--- config.mk ---
export PLATFORM = sky130hd
export DESIGN_NAME = opnd_agen
export DESIGN_NICKNAME = d
export VERILOG_FILES = /design/src/rtl/opnd_agen_pkg.sv /design/src/rtl/opnd_agen_decode.sv /design/src/rtl/opnd_agen_sext.sv /design/src/rtl/opnd_agen_alu.sv /design/src/rtl/opnd_agen.sv
export SDC_FILE = /design/constraint.sdc
export NUM_CORES = 1
export LEC_CHECK = 0
export CAP_MARGIN = 5
export CORE_MARGIN = 4
export CORE_UTILIZATION = 55
export DETAILED_ROUTE_END_ITERATION = 8
export DONT_BUFFER_PORTS = 1
export GPL_ROUTABILITY_DRIVEN = 1
export PLACE_DENSITY = 0.7
export SLEW_MARGIN = 25
export SYNTH_ARGS = -nofsm -noshare
export SYNTH_HDL_FRONTEND = slang
export SYNTH_SLANG_ARGS = --single-unit
--- constraint.sdc ---
create_clock -name clk -period 5 [get_ports clk]
set_input_delay 0.5 -clock clk [delete_from_list [all_inputs] [get_ports clk]]
set_output_delay 0.5 -clock clk [all_outputs]
set_load 0.005 [all_outputs]
--- src/rtl/opnd_agen_pkg.sv ---
package opnd_agen_pkg;

    // Opcode values (numeric, sized at the use site)
    localparam int unsigned OPC_NOP  = 0;
    localparam int unsigned OPC_LD   = 1;
    localparam int unsigned OPC_LDR  = 2;
    localparam int unsigned OPC_ST   = 3;
    localparam int unsigned OPC_STR  = 4;
    localparam int unsigned OPC_LA   = 5;
    localparam int unsigned OPC_LAR  = 6;
    localparam int unsigned OPC_ADDI = 13;
    localparam int unsigned OPC_ANDI = 21;
    localparam int unsigned OPC_ORI  = 23;
    localparam int unsigned OPC_STOP = 31;

    // Which operand pair feeds the adder
    typedef enum logic [1:0] {
        SRC_NONE  = 2'd0,
        SRC_PCREL = 2'd1,
        SRC_DISP  = 2'd2,
        SRC_REG   = 2'd3
    } src_e;

    typedef enum logic [1:0] {
        ALU_ADD = 2'd0,
        ALU_AND = 2'd1,
        ALU_OR  = 2'd2
    } alu_e;

    typedef struct packed {
        src_e src;
        alu_e alu;
        logic mem_rd;
        logic mem_wr;
        logic reg_wr;
        logic halt;
        logic illegal;
    } ctrl_t;

endpackage

--- src/rtl/opnd_agen_decode.sv ---
module opnd_agen_decode
    import opnd_agen_pkg::*;
#(
    parameter int unsigned OP_W = 5
) (
    input  logic [OP_W-1:0] op_i,
    output ctrl_t           ctrl_o
);

    always_comb begin
        ctrl_o         = '0;
        ctrl_o.src     = SRC_NONE;
        ctrl_o.alu     = ALU_ADD;
        case (op_i)
            OP_W'(OPC_NOP): begin
            end
            OP_W'(OPC_STOP): begin
                ctrl_o.halt = 1'b1;
            end
            OP_W'(OPC_LD): begin
                ctrl_o.src    = SRC_DISP;
                ctrl_o.mem_rd = 1'b1;
            end
            OP_W'(OPC_ST): begin
                ctrl_o.src    = SRC_DISP;
                ctrl_o.mem_wr = 1'b1;
            end
            OP_W'(OPC_LA): begin
                ctrl_o.src    = SRC_DISP;
                ctrl_o.reg_wr = 1'b1;
            end
            OP_W'(OPC_LDR): begin
                ctrl_o.src    = SRC_PCREL;
                ctrl_o.mem_rd = 1'b1;
            end
            OP_W'(OPC_STR): begin
                ctrl_o.src    = SRC_PCREL;
                ctrl_o.mem_wr = 1'b1;
            end
            OP_W'(OPC_LAR): begin
                ctrl_o.src    = SRC_PCREL;
                ctrl_o.reg_wr = 1'b1;
            end
            OP_W'(OPC_ADDI): begin
                ctrl_o.src    = SRC_REG;
                ctrl_o.reg_wr = 1'b1;
            end
            OP_W'(OPC_ANDI): begin
                ctrl_o.src    = SRC_REG;
                ctrl_o.alu    = ALU_AND;
                ctrl_o.reg_wr = 1'b1;
            end
            OP_W'(OPC_ORI): begin
                ctrl_o.src    = SRC_REG;
                ctrl_o.alu    = ALU_OR;
                ctrl_o.reg_wr = 1'b1;
            end
            default: begin
                ctrl_o.illegal = 1'b1;
            end
        endcase
    end

endmodule

--- src/rtl/opnd_agen_sext.sv ---
module opnd_agen_sext #(
    parameter int unsigned IN_W  = 17,
    parameter int unsigned OUT_W = 32
) (
    input  logic [IN_W-1:0]  val_i,
    output logic [OUT_W-1:0] val_o
);

    localparam int unsigned PAD_W = OUT_W - IN_W;

    generate
        if (PAD_W == 0) begin : g_same
            assign val_o = val_i;
        end else begin : g_pad
            assign val_o = {{PAD_W{val_i[IN_W-1]}}, val_i};
        end
    endgenerate

endmodule

--- src/rtl/opnd_agen_alu.sv ---
module opnd_agen_alu
    import opnd_agen_pkg::*;
#(
    parameter int unsigned W = 32
) (
    input  logic [W-1:0] a_i,
    input  logic [W-1:0] b_i,
    input  alu_e         op_i,
    output logic [W-1:0] sum_o,
    output logic [W-1:0] res_o
);

    always_comb begin
        sum_o = a_i + b_i;
        case (op_i)
            ALU_AND: res_o = a_i & b_i;
            ALU_OR:  res_o = a_i | b_i;
            default: res_o = sum_o;
        endcase
    end

endmodule

--- src/rtl/opnd_agen.sv ---
module opnd_agen
    import opnd_agen_pkg::*;
#(
    parameter int unsigned XLEN  = 32,
    parameter int unsigned OP_W  = 5,
    parameter int unsigned REG_W = 5
) (
    input  logic             clk,
    input  logic             rst,
    input  logic [XLEN-1:0]  instr_i,
    input  logic [XLEN-1:0]  pc_i,
    input  logic [XLEN-1:0]  rb_val_i,
    input  logic [XLEN-1:0]  ra_val_i,
    output logic [XLEN-1:0]  addr_o,
    output logic [XLEN-1:0]  wdata_o,
    output logic [XLEN-1:0]  wb_val_o,
    output logic [REG_W-1:0] dst_o,
    output logic             mem_rd_o,
    output logic             mem_wr_o,
    output logic             reg_wr_o,
    output logic             halt_o,
    output logic             illegal_o
);

    // Field geometry derived from the word and field widths
    localparam int unsigned OP_LSB = XLEN - OP_W;
    localparam int unsigned RA_LSB = OP_LSB - REG_W;
    localparam int unsigned RB_LSB = RA_LSB - REG_W;
    localparam int unsigned DISP_W = RB_LSB;
    localparam int unsigned REL_W  = RA_LSB;

    typedef struct packed {
        logic [XLEN-1:0]  addr;
        logic [XLEN-1:0]  wdata;
        logic [XLEN-1:0]  wb_val;
        logic [REG_W-1:0] dst;
        logic             mem_rd;
        logic             mem_wr;
        logic             reg_wr;
        logic             halt;
        logic             illegal;
    } out_t;

    logic [OP_W-1:0]   op_w;
    logic [REG_W-1:0]  ra_w;
    logic [REG_W-1:0]  rb_w;
    logic [DISP_W-1:0] disp_w;
    logic [REL_W-1:0]  rel_w;

    assign op_w   = instr_i[XLEN-1:OP_LSB];
    assign ra_w   = instr_i[OP_LSB-1:RA_LSB];
    assign rb_w   = instr_i[RA_LSB-1:RB_LSB];
    assign disp_w = instr_i[DISP_W-1:0];
    assign rel_w  = instr_i[REL_W-1:0];

    ctrl_t           ctrl_w;
    logic [XLEN-1:0] disp_x_w;
    logic [XLEN-1:0] rel_x_w;
    logic [XLEN-1:0] base_w;
    logic [XLEN-1:0] opa_w;
    logic [XLEN-1:0] opb_w;
    logic [XLEN-1:0] sum_w;
    logic [XLEN-1:0] res_w;

    opnd_agen_decode #(
        .OP_W (OP_W)
    ) u_decode (
        .op_i   (op_w),
        .ctrl_o (ctrl_w)
    );

    opnd_agen_sext #(
        .IN_W  (DISP_W),
        .OUT_W (XLEN)
    ) u_sext_disp (
        .val_i (disp_w),
        .val_o (disp_x_w)
    );

    opnd_agen_sext #(
        .IN_W  (REL_W),
        .OUT_W (XLEN)
    ) u_sext_rel (
        .val_i (rel_w),
        .val_o (rel_x_w)
    );

    // Base selection: literal zero only for the displacement memory group
    always_comb begin
        if ((ctrl_w.src == SRC_DISP) && (rb_w == '0)) begin
            base_w = '0;
        end else begin
            base_w = rb_val_i;
        end
        if (ctrl_w.src == SRC_PCREL) begin
            opa_w = pc_i;
            opb_w = rel_x_w;
        end else begin
            opa_w = base_w;
            opb_w = disp_x_w;
        end
    end

    opnd_agen_alu #(
        .W (XLEN)
    ) u_alu (
        .a_i   (opa_w),
        .b_i   (opb_w),
        .op_i  (ctrl_w.alu),
        .sum_o (sum_w),
        .res_o (res_w)
    );

    out_t out_d;
    out_t out_q;

    always_comb begin
        out_d         = '0;
        out_d.mem_rd  = ctrl_w.mem_rd;
        out_d.mem_wr  = ctrl_w.mem_wr;
        out_d.reg_wr  = ctrl_w.reg_wr;
        out_d.halt    = ctrl_w.halt;
        out_d.illegal = ctrl_w.illegal;
        if (ctrl_w.mem_rd || ctrl_w.mem_wr) begin
            out_d.addr = sum_w;
        end
        if (ctrl_w.mem_wr) begin
            out_d.wdata = ra_val_i;
        end
        if (ctrl_w.reg_wr) begin
            out_d.wb_val = res_w;
        end
        if (ctrl_w.mem_rd || ctrl_w.reg_wr) begin
            out_d.dst = ra_w;
        end
    end

    always_ff @(posedge clk) begin
        if (rst) begin
            out_q <= '0;
        end else begin
            out_q <= out_d;
        end
    end

    assign addr_o    = out_q.addr;
    assign wdata_o   = out_q.wdata;
    assign wb_val_o  = out_q.wb_val;
    assign dst_o     = out_q.dst;
    assign mem_rd_o  = out_q.mem_rd;
    assign mem_wr_o  = out_q.mem_wr;
    assign reg_wr_o  = out_q.reg_wr;
    assign halt_o    = out_q.halt;
    assign illegal_o = out_q.illegal;

endmodule

==> reports/metrics.cfg <==
[timing]
setup_slack_ps=888
hold_viol=0
max_slew.worst_pin.slew_ps=965
rsz0062_at_grt=false
slew_headroom_pct=35.2
fin_tns_setup_ps=0
slew_viol_final=0
layout_worst_path_cycle_share_pct=82.2
setup_violations=0
period_needed_ps=4110
max_freq_mhz=243

[synth]
synth.cell_area_sq_um=6520
synthFlopType=dfxtp_1
yosysTopAreaCell=dfxtp_1
synth_top_cell_area_share_pct=32.5
synthArstFlopShare_pct=0
synth-seq-cells=106
synth_edf_count=0
yosys-top-cells-area=dfxtp_1 (33%), ha_1 (13%), inv_1 (4.3%)
synth_common_cells=dfxtp_1 (106), inv_1 (75), ha_1 (67)
synth_warnings=0
syn-instance-count=802
syn_nets=1000
synth_most_common_cell=dfxtp_1
syn_avg_cell_area_sq_um=8.13
synth_cell_type_count=62
yosysSeqAreaShare_pct=32.5

[clocking]
cts_resized=0
cts-root-buf=clkbuf_16
post_cts_buffers=0
cts_sinks=106
holdBufCountCts=0
cts.clk_slew.worst_paths_ps=80
htreeDepth=3
cts_buffer_depth=2
cts_inserted_buffers=9
cts_tree=built

[grt]
grt_pass1_wl_um=29800
grt.overflow.total=0
grt_max_degree=61
antenna_found_initial=0
first_global_vias=5566
grtUsageTotal_pct=28.0

[floorplanning]
die_w_um=117
dieHeight_um=117
row_count=39
initial_core_util_pct=56.6
pin_count=236
fp.coreArea_sq_um=11500
die-area_sq_um=13700

[job]
cap_violations=0

[cells_and_area]
nets=973
diodes=0
final_core_util_pct=59.8
num-fill-cells=1104
layout.area.seq_sq_um=2120
post_layout_nonfiller_instances=923
areaGrowthSynthToFinish_pct=5.66
drive_gt1_share_pct=5.26
multi_input_area_sq_um=3940

[pwr]
power_uw=2090
sw_frac_of_total_pct=32.6
ir_drop_mv=0.216
power_frac_comb_pct=24.0
power.internal_uw=1410
p_seq_share_pct=42.2
clkPwrFrac_pct=33.8
power.static_leakage_uw=0.00312
netSwitchingPower_uw=682
cellPowerDensity_nw_per_um2=304

[placement]
place_inst=907
gp_congestion=0.939
post-place-ws_ps=622
portBuffers=0
dp_hpwl_um=15000

[setup_path]
critical_path.max_fanout=15
path_class=input port to flop
critPathArrivalTime_ps=4390
end_kind=flop
worstPathRequired_ps=5280
start_kind=input port

[detailed_routing]
drt-initial-drc-count=406
avgRoutedWirePerCell_um=21.5
viasPerCell=6.29
ant_nets=0
drcViolationCount=0
routed_wl_um=19800
first_pass_iters=8
num_vias=5804

[worst_hold_path]
hold_end=illegal_o
hp-class=input port to flop
holdCritStartpoint=rst
holdPathStages=1

[outcome]
status=completed

-- registers in the layout, indices dropped and copies added (netlist names) --
register / cells
halt_o: 1
dst_o: 5
reg_wr_o: 1
wb_val_o: 32
addr_o: 32
mem_wr_o: 1
wdata_o: 32
illegal_o: 1
mem_rd_o: 1
-- how the worst max path moves through the flow --
stage	end	from	slack, ps	cells past startpoint
after floorplan	wb_val_o[28]	instr_i[27]	930	14
after global placement	wb_val_o[31]	instr_i[18]	740	14
after detailed placement	wb_val_o[31]	instr_i[17]	620	14
after CTS	wb_val_o[31]	instr_i[17]	960	14
after global routing	wb_val_o[31]	instr_i[17]	620	14
final	wb_val_o[31]	instr_i[17]	890	14
-- critical path: stages --
cell and delay (ps):
nor4_1 40, buf_4 150, and3_1 170, o21ai_2 560, buf_4 320, a22o_1 190, inv_1 50, ha_1 450
nand4_1 280, o221ai_1 510, nor2b_1 460, o221ai_1 300, and4b_1 260, nor3_1 130
-- layer usage --
metal	vias up	track usage [%]	routed length [um]
met1	2725	35.1	8060
met5	-	0	0
li1	2749	-	-
met4	0	10.9	575
met3	49	4.94	1550
met2	281	47.9	9630
-- cells in the final DEF (no fill, tap or decap), types with 13 or more instances in the layout --
cell type / n
xnor2_1: 13
dfxtp_1: 106
nand4_1: 16
o21ai_0: 45
ha_1: 66
a21oi_1: 50
nor2_1: 61
a22o_1: 31
nand2_1: 55
nor3_1: 30
and2_1: 39
inv_1: 74
a21o_1: 14
o21a_1: 13
nand3_1: 19
a211oi_1: 20
-- layout make-up --
class	instances	share of cell area (%)
repair buffers	8	0.872
clock inverters	7	1.24
well taps	143	2.60
flip-flops and latches	106	30.8
clock buffers	9	3.27
multi-input cells	575	57.1
inverters	75	4.09
-- metrics by stage --
stage | hold WS, ps | area (sq um)
final | 218 | 6890
after global routing | 211 | 6890
after CTS | 209 | 6880
after detailed placement | 581 | 6570
after global placement | 578 | 6570
after floorplan | 577 | 6520
-- cells by family (layout without fill, tap and decap cells) --
logic type | count (synthesis) | count (layout) | synth area share (%)
DFF | 106 | 106 | 32.5
adders and majority gates | 68 | 68 | 13.2
xor gates and xnor gates | 20 | 20 | 2.69
muxes | 3 | 3 | 0.461
buffers and inverters | 121 | 99 | 7.48
AOI/OAI and AO/OA | 220 | 220 | 23.0
and+or+nand+nor | 264 | 264 | 20.7
-- power groups by stage --
stage / Clock (uW) / Combinational, uW / Sequential, uW
floorplan: 0 / 384 / 897
global placement: 0 / 480 / 903
detailed placement: 0 / 489 / 903
CTS: 718 / 493 / 883
global route: 762 / 552 / 885
finish: 707 / 502 / 882
(Power assumes the default switching activity.)
